### src/rtl/i2c_arb_guard.sv
module i2c_arb_guard #(
  parameter int SYNC_STAGES = 2
) (
  input  logic clk,
  input  logic rst_n,
  input  logic scl_in,
  input  logic sda_in,
  input  logic sda_drive,
  input  logic scl_drive,
  input  logic mst_wdata,
  input  logic trx_wdata,
  input  logic ctrl_wr,
  input  logic dbr_rd,
  input  logic dbr_wr,
  output logic arb_lost,
  output logic mst,
  output logic trx,
  output logic scl_oe,
  output logic sda_oe
);

  localparam int TOP = SYNC_STAGES - 1;

  logic [TOP:0] scl_sh, sda_sh;
  logic         scl_q;
  logic         scl_rise, lose, clr;

  always_ff @(posedge clk) begin
    if (!rst_n) begin
      scl_sh <= '1;
      sda_sh <= '1;
      scl_q  <= 1'b1;
    end else begin
      scl_sh <= {scl_sh[TOP-1:0], scl_in};
      sda_sh <= {sda_sh[TOP-1:0], sda_in};
      scl_q  <= scl_sh[TOP];
    end
  end

  assign scl_rise = scl_sh[TOP] & ~scl_q;
  assign lose     = scl_rise & mst & sda_drive & ~sda_sh[TOP];
  assign clr      = dbr_rd | dbr_wr | ctrl_wr;

  always_ff @(posedge clk) begin
    if (!rst_n) begin
      arb_lost <= 1'b0;
      mst      <= 1'b0;
      trx      <= 1'b0;
    end else if (lose) begin
      arb_lost <= 1'b1;
      mst      <= 1'b0;
      trx      <= 1'b0;
    end else begin
      if (clr) arb_lost <= 1'b0;
      if (ctrl_wr) begin
        mst <= mst_wdata;
        trx <= trx_wdata;
      end
    end
  end

  assign sda_oe = ~sda_drive & ~arb_lost;
  assign scl_oe = ~scl_drive & mst & ~arb_lost;

endmodule

### config.mk
export PLATFORM = sky130hd
export DESIGN_NAME = i2c_arb_guard
export DESIGN_NICKNAME = d
export VERILOG_FILES = /design/src/rtl/i2c_arb_guard.sv
export SDC_FILE = /design/constraint.sdc
export NUM_CORES = 1
export LEC_CHECK = 0
export BUFFER_PORTS_ARGS = -buffer_cell sky130_fd_sc_hd__buf_2
export CAP_MARGIN = 20
export CORE_AREA = 2 2 39 41
export CTS_BUF_LIST = sky130_fd_sc_hd__clkbuf_8
export DETAILED_ROUTE_END_ITERATION = 6
export DIE_AREA = 0 0 41 43
export GPL_ROUTABILITY_DRIVEN = 0
export PLACE_DENSITY = 0.56
export SETUP_SLACK_MARGIN = 0.02
export SLEW_MARGIN = 10
export SYNTH_ARGS = -nofsm -noshare
export SYNTH_HDL_FRONTEND = slang
export SYNTH_SLANG_ARGS = --single-unit
### constraint.sdc
create_clock -name clk -period 1.22 [get_ports clk]
set_clock_uncertainty 0.15 [all_clocks]
set_input_delay 0.183 -clock clk [delete_from_list [all_inputs] [get_ports clk]]
set_output_delay 0.183 -clock clk [all_outputs]
set_load 0.05 [all_outputs]
==> metrics.txt <==
critical path class reg -> out; Total Wirelength 619 µm; Inserted Clock Buffers 3; most area-hungry cell type in the Yosys netlist dfxtp_1; initial antenna violation count 0; CTS sink count 8; Netlist Area Pre-Place 285 µm²; most frequent cells in the layout buf_2, or2b_1, dfxtp_1; status finished, violations left; die height 43 µm; Final period util 104%; DRC Markers 0; Max IR drop VDD 0.000853 V; Worst setup SP type register; leakage power 0.000222 µW; global-route wire length before repair 952 µm; Least-Margin Pin Slew 0.283 ns; Mapped Cells 23; GRT Util Overall 8.46%; Detailed Routing Iterations Pass 1 2; number of global-route vias before repair 258; Final WS setup -0.0443 ns; grt ovf 0; max_cap viols 0; Worst EP required 0.89 ns; CP Data Arrival Time 0.93 ns; Fmax 0.791 GHz; die area 1760 µm²; setup_tns -0.0525 ns; unrepaired setup endpoints after global routing true; die width 41 µm; Crit Path Max Fanout 4; I/O pins 16; Layout area overhead 75.9%; Worst-path clk slew 0.04 ns; CTS tree yes; Synthesized Nets 34; Syn Area/Cell 12.4 µm²; Yosys Warn Count 0; Iter 0 DRT Violations 4; Final Critical Period 1.26 ns; # diodes 0; # port buffers 15; initial core utilization 20.6%; Antenna Nets Post-Route 0; fin util 36.3%; core box area 1380 µm²; share of layout cells above drive strength 1 63.0%; Seq/Total Area, Yosys 56.1%; Hold Crit Class in -> reg; routed vias/inst 4.11; failing checks negative setup slack; routed vias 255; Max Buffers Root-to-Sink 2; Fin. Hold Viols 0; distinct cell type count after synthesis 10; Slew HR 80.8%; dpl ws 0.120 ns; H-tree depth 1; HPWL after DPL 465 µm; power per cell area 1380 nW/µm²; nets 58; Crit. End Element output pin; placed insts 55; non-filler instance count after layout 62; largest net degree at the start of global routing 9; most common cell after layout, fill and taps aside buf_2; main area contributors after synthesis dfxtp_1, or2b_1, mux2_2; worst skew pair latency 0.23 ns; Tot Pwr 691 µW; top-area cell type share of the netlist area 56.1%; setup violators final 2; Filler cells 143; Max Slew Vio Count 0; FP Rows 14; clock root buffer clkbuf_8; drt wl/cell 9.98 µm; Seq cells post-synth 8
final timing paths:
check | slack, ns | depth (start not counted) | to | start
worst max register to register | 0.08 | 3 | mst$_SDFFE_PP0P_ | mst$_SDFFE_PP0P_
worst min register to register | 0.25 | 1 | scl_sh[1]$_SDFF_PN1_ | scl_sh[0]$_SDFF_PN1_
worst max-delay path | -0.04 | 2 | scl_oe | arb_lost$_SDFFE_PN0P_
worst min-delay path | 0.07 | 3 | arb_lost$_SDFFE_PN0P_ | dbr_rd
registers in the layout (all words and copies together) (netlist names):
signal and count:
sda_sh 2, mst 1, trx 1, arb_lost 1
scl_sh 2, scl_q 1
cell usage after synthesis:
cell / instances
o2bb2ai_1: 1
nand3_1: 1
nor3b_1: 1
or2b_1: 5
nor4b_1: 1
mux2_2: 2
or3b_1: 1
nor2_1: 1
dfxtp_1: 8
o311a_2: 2
worst max-delay path, cell delays in order (launching register included):
cell,delay (ns)
dfxtp_2,0.35
nor3b_4,0.18
buf_6,0.18
timing repair:
| item | 4_1_cts | 5_1_grt |
|---|---|---|
| pin swaps | 0 | 0 |
| gates resized for setup | 4 | 1 |
| hold buffers | 2 | 0 |
| setup buffers | 1 | 0 |
| endpoints found under the setup margin | 3 | 3 |
| hold endpoints to repair | 2 | 0 |
layout make-up:
type / instances / area (µm²) / area share [%]
tap: 16 / 20.0 / 3.99
multi-input combinational: 15 / 144 / 28.7
timing repair buffer: 19 / 126 / 25.2
clock buffer: 3 / 41.3 / 8.23
clock inverter: 1 / 3.75 / 0.748
sequential: 8 / 166 / 33.2
per-stage QoR:
step / instance area [µm²] / hold WS [ns]
2_1_floorplan: 310 / 0.129
3_3_place_gp: 413 / 0.213
3_5_place_dp: 413 / 0.218
4_1_cts: 498 / 0.0675
5_1_grt: 502 / 0.0781
6_report: 502 / 0.0692
layer usage:
layer  routed length, µm  share of wire [%]  vias up  track usage, %
li1                    -                  -      129               -
met1                 258                 42      107            7.47
met2                 283                 46       19            13.4
met3                  77                 12        0            6.28
met4                   0                  0        0            4.00
met5                   0                  0        -               0
power breakdown:
part           switching [µW]  total (µW)  internal (µW)  leakage, µW
combinational            45.3        91.5           46.1     0.000128
clock                     104         322            218    0.0000269
sequential               4.87         278            273    0.0000675
cells by family (layout without fill, tap and decap cells):
family                 after synthesis  in the layout  share of synthesized area, %
DFF                                  8              8                          56.1
AOI/OAI and AO/OA                    3              3                          11.0
buffers and inverters                0             23                             0
muxes                                2              2                          7.89
and+or+nand+nor                     10             10                          25.0
No activity file was read; power rests on OpenSTA's default activity.
